<file path="src/rtl/pcm_tx_pkg.sv">
package pcm_tx_pkg;

  typedef enum logic {
    RATE_VAR = 1'b0,
    RATE_FIX = 1'b1
  } rate_mode_e;

  // per-cycle events produced by the timebase
  typedef struct packed {
    logic load;    // frame start: fsync seen rising
    logic tick;    // active data clock edge
    logic fs_low;  // fsync currently low
  } pcm_ev_t;

endpackage

</file>
<file path="src/rtl/pcm_tx_timebase.sv">
module pcm_tx_timebase
  import pcm_tx_pkg::*;
(
  input  logic    clk,
  input  logic    rst_n,
  input  logic    rate_fix,
  input  logic    fsync,
  input  logic    tx_bclk,
  output pcm_ev_t ev
);

  logic fs_q;
  logic bclk_q;
  rate_mode_e mode;

  assign mode = rate_fix ? RATE_FIX : RATE_VAR;

  always_ff @(posedge clk or negedge rst_n) begin
    if (!rst_n) begin
      fs_q   <= 1'b0;
      bclk_q <= 1'b0;
    end else begin
      fs_q   <= fsync;
      bclk_q <= tx_bclk;
    end
  end

  always_comb begin
    ev.load   = fsync & ~fs_q;
    ev.fs_low = ~fsync;
    ev.tick   = (mode == RATE_FIX) ? 1'b1 : (tx_bclk & ~bclk_q);
  end

endmodule

</file>
<file path="src/rtl/pcm_tx_hold.sv">
module pcm_tx_hold #(
  parameter int LIN_W = 13
) (
  input  logic             clk,
  input  logic             rst_n,
  input  logic             in_valid,
  output logic             in_ready,
  input  logic [LIN_W-1:0] in_data,
  input  logic             take,
  output logic             full,
  output logic [LIN_W-1:0] data
);

  logic accept;

  assign in_ready = ~full;
  assign accept   = in_valid & in_ready;

  always_ff @(posedge clk or negedge rst_n) begin
    if (!rst_n) begin
      full <= 1'b0;
      data <= '0;
    end else begin
      if (accept) begin
        full <= 1'b1;
        data <= in_data;
      end else if (take) begin
        full <= 1'b0;
      end
    end
  end


  accept_closes_chk: assert property (@(posedge clk) disable iff (!rst_n)
    (in_valid && in_ready) |=> !in_ready);


  held_stable_chk: assert property (@(posedge clk) disable iff (!rst_n)
    !(in_valid && in_ready) |=> $stable(data));

endmodule

</file>
<file path="src/rtl/pcm_tx_shifter.sv">
module pcm_tx_shifter
  import pcm_tx_pkg::*;
#(
  parameter int LIN_W = 13,
  parameter int CMP_W = 8,
  parameter int PAD_W = 3
) (
  input  logic             clk,
  input  logic             rst_n,
  input  pcm_ev_t          ev,
  input  logic             rate_fix,
  input  logic             lin_sel,
  input  logic             mute_n,
  input  logic             hold_full,
  input  logic [LIN_W-1:0] hold_data,
  output logic             dout,
  output logic             dout_en,
  output logic             strb_n,
  output logic             strb_oe
);

  localparam int WORD_W = LIN_W + PAD_W;
  localparam int CNT_W  = $clog2(WORD_W);
  localparam logic [CNT_W-1:0] LAST_LIN = CNT_W'(WORD_W - 1);
  localparam logic [CNT_W-1:0] LAST_CMP = CNT_W'(CMP_W - 1);

  logic [WORD_W-1:0] lin_word;
  logic [WORD_W-1:0] cmp_word;
  logic [WORD_W-1:0] new_word;
  logic [WORD_W-1:0] word_q;
  logic [WORD_W-1:0] shreg;
  logic [CNT_W-1:0]  cnt;
  logic [CNT_W-1:0]  last_idx;
  logic              lin_q;
  logic              active;
  rate_mode_e        mode;

  assign mode = rate_fix ? RATE_FIX : RATE_VAR;

  generate
    if (PAD_W > 0) begin : g_lin_pad
      assign lin_word = {hold_data, {PAD_W{1'b0}}};
    end else begin : g_lin_nopad
      assign lin_word = hold_data;
    end
    if (WORD_W > CMP_W) begin : g_cmp_pad
      assign cmp_word = {hold_data[CMP_W-1:0], {(WORD_W-CMP_W){1'b0}}};
    end else begin : g_cmp_nopad
      assign cmp_word = hold_data[CMP_W-1:0];
    end
  endgenerate

  always_comb begin
    if (!mute_n || !hold_full) new_word = '0;
    else if (lin_sel)          new_word = lin_word;
    else                       new_word = cmp_word;
  end

  assign last_idx = lin_q ? LAST_LIN : LAST_CMP;

  always_ff @(posedge clk or negedge rst_n) begin
    if (!rst_n) begin
      word_q <= '0;
      shreg  <= '0;
      cnt    <= '0;
      lin_q  <= 1'b0;
      active <= 1'b0;
    end else if (ev.load) begin
      word_q <= new_word;
      shreg  <= new_word;
      cnt    <= '0;
      lin_q  <= lin_sel;
      active <= 1'b1;
    end else if (active) begin
      if (mode == RATE_VAR && ev.fs_low) begin
        active <= 1'b0;
      end else if (ev.tick) begin
        if (cnt == last_idx) begin
          if (mode == RATE_FIX) begin
            active <= 1'b0;
          end else begin
            shreg <= word_q;
            cnt   <= '0;
          end
        end else begin
          shreg <= shreg << 1;
          cnt   <= cnt + 1'b1;
        end
      end
    end
  end

  assign dout    = active & shreg[WORD_W-1];
  assign dout_en = active;
  assign strb_oe = active & (mode == RATE_FIX);
  assign strb_n  = ~strb_oe;


  frame_start_chk: assert property (@(posedge clk) disable iff (!rst_n)
    ev.load |=> (dout_en && cnt == '0));


  fixed_slot_end_chk: assert property (@(posedge clk) disable iff (!rst_n)
    (rate_fix && dout_en && !ev.load && cnt == last_idx) |=> !dout_en);


  var_repeat_chk: assert property (@(posedge clk) disable iff (!rst_n)
    (!rate_fix && dout_en && !ev.fs_low && !ev.load && ev.tick && cnt == last_idx)
      |=> (dout_en && cnt == '0));


  var_release_chk: assert property (@(posedge clk) disable iff (!rst_n)
    (!rate_fix && ev.fs_low) |=> !dout_en);


  mute_zero_chk: assert property (@(posedge clk) disable iff (!rst_n)
    (ev.load && !mute_n) |=> (shreg == '0));


  underrun_zero_chk: assert property (@(posedge clk) disable iff (!rst_n)
    (ev.load && !hold_full) |=> (shreg == '0));


  bit_index_chk: assert property (@(posedge clk) disable iff (!rst_n)
    dout_en |-> (cnt <= last_idx));

endmodule

</file>
<file path="src/rtl/pcm_tx_port.sv">
module pcm_tx_port
  import pcm_tx_pkg::*;
#(
  parameter int LIN_W = 13,
  parameter int CMP_W = 8,
  parameter int PAD_W = 3
) (
  input  logic             clk,
  input  logic             rst_n,
  input  logic             rate_fix,
  input  logic             tx_bclk,
  input  logic             fsync,
  input  logic             lin_sel,
  input  logic             mute_n,
  input  logic             smp_valid,
  output logic             smp_ready,
  input  logic [LIN_W-1:0] smp_data,
  output logic             dout,
  output logic             dout_en,
  output logic             strb_n,
  output logic             strb_oe
);

  pcm_ev_t          ev;
  logic             hold_full;
  logic [LIN_W-1:0] hold_data;

  pcm_tx_timebase u_tb (
    .clk      (clk),
    .rst_n    (rst_n),
    .rate_fix (rate_fix),
    .fsync    (fsync),
    .tx_bclk  (tx_bclk),
    .ev       (ev)
  );

  pcm_tx_hold #(.LIN_W(LIN_W)) u_hold (
    .clk      (clk),
    .rst_n    (rst_n),
    .in_valid (smp_valid),
    .in_ready (smp_ready),
    .in_data  (smp_data),
    .take     (ev.load),
    .full     (hold_full),
    .data     (hold_data)
  );

  pcm_tx_shifter #(.LIN_W(LIN_W), .CMP_W(CMP_W), .PAD_W(PAD_W)) u_shf (
    .clk       (clk),
    .rst_n     (rst_n),
    .ev        (ev),
    .rate_fix  (rate_fix),
    .lin_sel   (lin_sel),
    .mute_n    (mute_n),
    .hold_full (hold_full),
    .hold_data (hold_data),
    .dout      (dout),
    .dout_en   (dout_en),
    .strb_n    (strb_n),
    .strb_oe   (strb_oe)
  );


  reset_idle_chk: assert property (@(posedge clk) disable iff (!rst_n)
    $rose(rst_n) |-> (!dout_en && smp_ready));

endmodule

</file>
<file path="config.mk">
export PLATFORM = sky130hd
export DESIGN_NAME = pcm_tx_port
export DESIGN_NICKNAME = d
export VERILOG_FILES = /design/src/rtl/pcm_tx_pkg.sv /design/src/rtl/pcm_tx_timebase.sv /design/src/rtl/pcm_tx_hold.sv /design/src/rtl/pcm_tx_shifter.sv /design/src/rtl/pcm_tx_port.sv
export SDC_FILE = /design/constraint.sdc
export NUM_CORES = 1
export LEC_CHECK = 0
export CORE_MARGIN = 3
export CORE_UTILIZATION = 59
export DETAILED_ROUTE_END_ITERATION = 10
export PLACE_DENSITY = 0.84
export SYNTH_ARGS = -nofsm -noshare
export SYNTH_HDL_FRONTEND = slang
export SYNTH_SLANG_ARGS = --single-unit
</file>
<file path="constraint.sdc">
create_clock -name clk -period 3.7 [get_ports clk]
set_clock_uncertainty 0.1 [all_clocks]
set_input_delay 0.925 -clock clk [delete_from_list [all_inputs] [get_ports clk]]
set_output_delay 0.925 -clock clk [all_outputs]
set_load 0.005 [all_outputs]
</file>
==> results_dict.tcl, run 1 <==
set metrics [dict create \
    worstHoldStart "u_shf.word_q[12]" \
    cp.arrival_ps 2150 \
    ys_top_cells_by_area "dfrtp_1 54%, mux2_2 11%, mux2i_1 4.5%" \
    cts_buffers 5 \
    n_fill_cell 252 \
    whs_endpoint "u_shf.word_q[12]" \
    synth.most_common_cell "dfrtp_1" \
    wire_per_inst_um 17.0 \
    vdd_drop_max_mv 0.311 \
    max-clock-path-buffers 2 \
    h-tree-depth 2 \
    r2r-start "u_shf.cnt[3]" \
    cpMaxStageDelayCell "clkdlybuf4s50_1" \
    worstSetupPathType "primary input to output pin" \
    crit_top_cell "clkdlybuf4s50_1" \
    drv_slew 0 \
    syn_inst 192 \
    crit_buf_inv 3 \
    p_leak_nw 1.24 \
    syn_to_final_growth_pct 16.6 \
    grt_first_pass_wirelength_um 7310 \
    synth_common_cells "48 x dfrtp_1, 22 x nand2_1, 21 x mux2_2" \
    cts.repair.resized 0 \
    die_y_um 67.1 \
    grt.overflow.total 0 \
    first_global_vias 1564 \
    finalSetupTns_ps 0 \
    io_buffers 25 \
    drtIter0Drc 124 \
    grt_max_degree 49 \
    postCtsSetupBuffers 0 \
    clkTransAtPathRegs_ps 80 \
    fmax_ghz 0.315 \
    ys_seq_area_frac 0.545 \
    grt.total_usage 0.219 \
    whs_ps 379 \
    cp-start-kind "primary input" \
    dieArea_sq_um 4510 \
    ff2ff_path_depth 4 \
    fin_crit_sh 0.858 \
    layout-drive-gt1-share 0.156 \
    num_rows 21 \
    hold_path_class "flop to flop" \
    r2r_slack_ps 1570 \
    crit_path_cell_trace "clkdlybuf4s50_1, nand2_1, inv_1, clkdlybuf4s50_1" \
    cp_top_family "buffers and inverters" \
    drcViolationCount 0 \
    drtPass1Iterations 4 \
    synthFlopType "dfrtp_1" \
    ios 26 \
    design_area_sq_um 2570 \
    synth_edf_count 0 \
    ys_ff_latch 48 \
    period_minus_slack_ps 3170 \
    rsz0062_at_grt "false" \
    finalWirelength_um 4480 \
    setup_violations 0 \
    yosys_warnings 0 \
    finish.net_count 240 \
    syn_area_per_cell_sq_um 11.5 \
    initial_utilization 0.636 \
    routed_via_density 6.02 \
    hold_buffers 0 \
    cts_tree "done" \
    vias 1590 \
    netlist.top_cell.by_area "dfrtp_1" \
    powerDensity_nw_per_um2 511 \
    core_sq_um 3470 \
    dpl-instance-area_sq_um 2490 \
    clock_sink_count 48 \
    endpoint_kind "output pin" \
    synthArstFlopShare 1.00 \
    synth.top_cell.area_share 0.545 \
    hold_violations 0 \
    die_w_um 67.1 \
    whs_path_depth 1 \
    gp_congestion 0.831 \
    dp_hpwl_um 3260 \
    worst-path-max-fanout 6 \
    antennaDiodeCount 0 \
    synth_cell_types 34 \
    cts-root-buf "clkbuf_8" \
    worst_pin_slew_ps 1030 \
    syn_nets 214 \
    synth_area_sq_um 2210 \
    clock_latency_ps 300 \
    route.antenna.remaining_nets 0 \
    regToRegEndpoint "u_shf.shreg[12]" \
    critical-path-max-stage-delay_ps 560 \
    worst_slew_margin_rel 0.310 \
    status "completed" \
    antenna_found_initial 0 \
    cp.required_ps 2670 \
    cap_violations 0 \
]
-- report_power, final --
part / internal [W] / total, W / leakage [nW] / switching (W)
clock: 0.000129 / 0.000296 / 0.0410 / 0.000167
combinational: 0.000170 / 0.000291 / 0.597 / 0.000120
sequential: 0.000642 / 0.000727 / 0.606 / 0.0000846
total: 0.000941 / 0.00131 / 1.24 / 0.000372
-- stage by stage --
step / std cells / utilization / total power, W / setup slack [ps]
after floorplan: 192 / - / 0.000915 / 1450
after global placement: 257 / 0.719 / 0.00101 / 559
after detailed placement: 257 / 0.719 / 0.00103 / 521
after CTS: 264 / 0.741 / 0.00132 / 521
after global routing: 264 / 0.741 / 0.00137 / 441
final: 264 / 0.741 / 0.00131 / 527
-- cells by family after synthesis --
logic type,after synthesis,share of synthesized area
simple gates,57,0.123
flops,48,0.545
mux,31,0.153
fa+ha+maj,1,0.00567
compound gates,39,0.140
buf+inv,14,0.0272
xor+xnor,2,0.00794
-- area by class of cell --
cell class / instances / area (sq um) / area share
Inverter: 4 / 15.0 / 0.00584
Clock buffer: 6 / 72.6 / 0.0282
Tap cell: 46 / 57.6 / 0.0224
Clock inverter: 1 / 5.00 / 0.00195
Multi-Input combinational cell: 130 / 945 / 0.367
Timing Repair Buffer: 29 / 275 / 0.107
Sequential cell: 48 / 1200 / 0.467
-- layer usage --
metal,part of all wire,global-route usage,up-vias
met4,0.017,0.0886,0
met2,0.48,0.347,48
met3,0.046,0.0549,9
met1,0.46,0.290,791
met5,0,0,-
li1,-,-,742
-- placed cells by master, fill, tap and decap left out, types with 2 or more instances in the layout --
master,n
dfrtp_1,48
clkdlybuf4s50_1,24
nand2_1,22
mux2_2,21
nor2_1,13
mux2i_1,10
a21o_1,9
a221o_1,8
nand3_1,7
clkbuf_8,5
inv_1,4
and2_1,4
o21ai_0,4
buf_4,4
and3_1,3
o31ai_1,3
a2bb2oi_1,3
a22o_1,3
a31oi_1,3
a21boi_0,2
nor2b_1,2
-- worst max-delay path by stage --
stage / startpoint / end / cells after the start / slack, ps
2_1_floorplan: fsync / u_shf.shreg[10] / 5 / 1450
3_3_place_gp: rate_fix / strb_oe / 4 / 560
3_5_place_dp: rate_fix / strb_oe / 4 / 520
4_1_cts: rate_fix / strb_oe / 4 / 520
5_1_grt: rate_fix / strb_oe / 4 / 440
6_report: rate_fix / strb_oe / 4 / 530
-- flip-flops by register name, summed over array words and instances (netlist names) --
register       cells
u_hold.data       13
u_hold.full        1
u_shf.cnt          4
u_shf.dout_en      1
u_shf.lin_q        1
u_shf.shreg       13
u_shf.word_q      13
u_tb.bclk_q        1
u_tb.fs_q          1
Note: power is estimated with default switching activity, not from simulation.
==> run 2, diff against run 1 <==
Settings changed: CORE_UTILIZATION 59 to 55, PLACE_DENSITY 0.84 to 0.79.
Clock period 3.7 ns to 3.3 ns, I/O delays scaled along.
==> run 2 against run 1 <==
  * Clock power increased by 56%
  * Via count decreased by 1.2%
  * Combinational power increased by 13%
  * Clock-buffer cell count increased by 1
  * Utilization decreased by 4.6 points
  * Critical path type unchanged
  * Total power increased by 23%
  * Die area increased by 6.6%
  * Sequential share of layout area decreased by 0.91 points
==> results_dict.tcl, run 2 (synthesis gave the netlist of run 1 again) <==
set metrics [dict create \
    dp.cells 259 \
    postCtsSetupBuffers 0 \
    antenna_found_initial 0 \
    reg_top3 "u_hold.data (13), u_shf.shreg (13), u_shf.word_q (13)" \
    powerDensity_nw_per_um2 615 \
    antennaDiodeCount 0 \
    syn_to_final_growth_pct 18.9 \
    finish.net_count 240 \
    seqPwrFrac 0.508 \
    grt_max_degree 49 \
    worst_pin_slew_ps 1050 \
    final_common_cell "dfrtp_1" \
    wire_per_inst_um 17.6 \
    setup_violations 0 \
    endpoint_kind "output pin" \
    cts-root-buf "clkbuf_8" \
    vdd_drop_max_mv 0.429 \
    cp.arrival_ps 2070 \
    finalSetupTns_ps 0 \
    route.antenna.remaining_nets 0 \
    cp-start-kind "primary input" \
    switchingPower_w 0.000433 \
    dp_hpwl_um 3370 \
    initial_utilization 0.585 \
    fin_crit_sh 0.907 \
    drtIter0Drc 172 \
    hold_buffers 0 \
    final_cell_mix "48 x dfrtp_1, 24 x clkdlybuf4s50_1, 22 x nand2_1" \
    cts_tree "done" \
    fmax_ghz 0.334 \
    h-tree-depth 2 \
    worst-path-max-fanout 6 \
    pwr-share-comb 0.205 \
    hold_path_class "flop to flop" \
    worst_slew_margin_rel 0.300 \
    clockPowerShare 0.287 \
    io_buffers 25 \
    core_sq_um 3770 \
    drtPass1Iterations 4 \
    p_leak_nw 1.27 \
    layout-drive-gt1-share 0.164 \
    finalWirelength_um 4690 \
    clock_latency_ps 310 \
    rsz0062_at_grt "false" \
    grt_first_pass_wirelength_um 8290 \
    die_y_um 69.3 \
    grt.total_usage 0.218 \
    p_int_w 0.00118 \
    dieArea_sq_um 4810 \
    cts_buffers 5 \
    cp.required_ps 2370 \
    status "completed" \
    switching_share 0.269 \
    clkTransAtPathRegs_ps 80 \
    first_global_vias 1686 \
    clock_sink_count 48 \
    gp_congestion 0.827 \
    cap_violations 0 \
    grt.overflow.total 0 \
    hold_violations 0 \
    cts.repair.resized 0 \
    worstSetupPathType "primary input to output pin" \
    drv_slew 0 \
    fin_util 0.695 \
    stdcell_count 267 \
    routed_via_density 5.88 \
    period_minus_slack_ps 2990 \
    vias 1571 \
    num_rows 22 \
    drcViolationCount 0 \
    ios 26 \
    max-clock-path-buffers 2 \
    die_w_um 69.3 \
]
[run 2: cell count changes in the layout (fill, tap and decap cells not counted)]
cell,before,now
clkinv_2,1,0
clkbuf_1,1,0
clkbuf_8,5,7
bufinv_16,0,1
[run 2: path summary, 6_finish.rpt]
path	slack [ps]	start	endpoint	depth (start not counted)
hold / removal	380	u_shf.word_q[6]	u_shf.word_q[6]	2
max in group asynchronous	1850	rst_n	u_shf.cnt[3]	1
setup / recovery	310	rate_fix	strb_oe	4
setup reg to reg	1170	u_shf.cnt[3]	u_shf.shreg[14]	4
hold reg to reg	380	u_shf.word_q[6]	u_shf.word_q[6]	2
min in group asynchronous	590	rst_n	u_tb.fs_q	1
[run 2: cell type report]
type	count	area, sq um
fillers	274	1150
flip-flops and latches	48	1200
multi-input cells	130	945
repair buffers	29	275
well taps	48	60.1
clock inverters	1	30.0
clock buffers	7	96.3
inverters	4	15.0
[run 2: layer usage]
layer / wire, um / up-vias / part of all wire / track usage
met2: 2270 / 53 / 0.48 / 0.342
li1: - / 742 / - / -
met4: 74 / 0 / 0.016 / 0.0564
met1: 2080 / 767 / 0.44 / 0.289
met3: 268 / 9 / 0.057 / 0.0754
met5: 0 / - / 0 / 0
[run 2: power by group through the flow]
stage	sequential, W	combinational, W	clock (W)
3_5_place_dp	0.000830	0.000332	0
5_1_grt	0.000840	0.000368	0.000497
6_report	0.000818	0.000330	0.000463
3_3_place_gp	0.000819	0.000311	0
2_1_floorplan	0.000792	0.000233	0
4_1_cts	0.000819	0.000334	0.000467
[run 2: critical path, cell delays in order]
cell,delay (ps)
clkdlybuf4s50_1,570
nand2_1,120
inv_1,70
clkdlybuf4s50_1,490
[run 2: stage by stage]
step	cell area (sq um)	power (W)	worst slack (ps)	hold WS (ps)
floorplan	2210	0.00103	1150	338
global placement	2500	0.00113	355	352
detailed placement	2500	0.00116	309	357
CTS	2620	0.00162	306	379
global route	2620	0.00171	223	403
finish	2620	0.00161	307	377
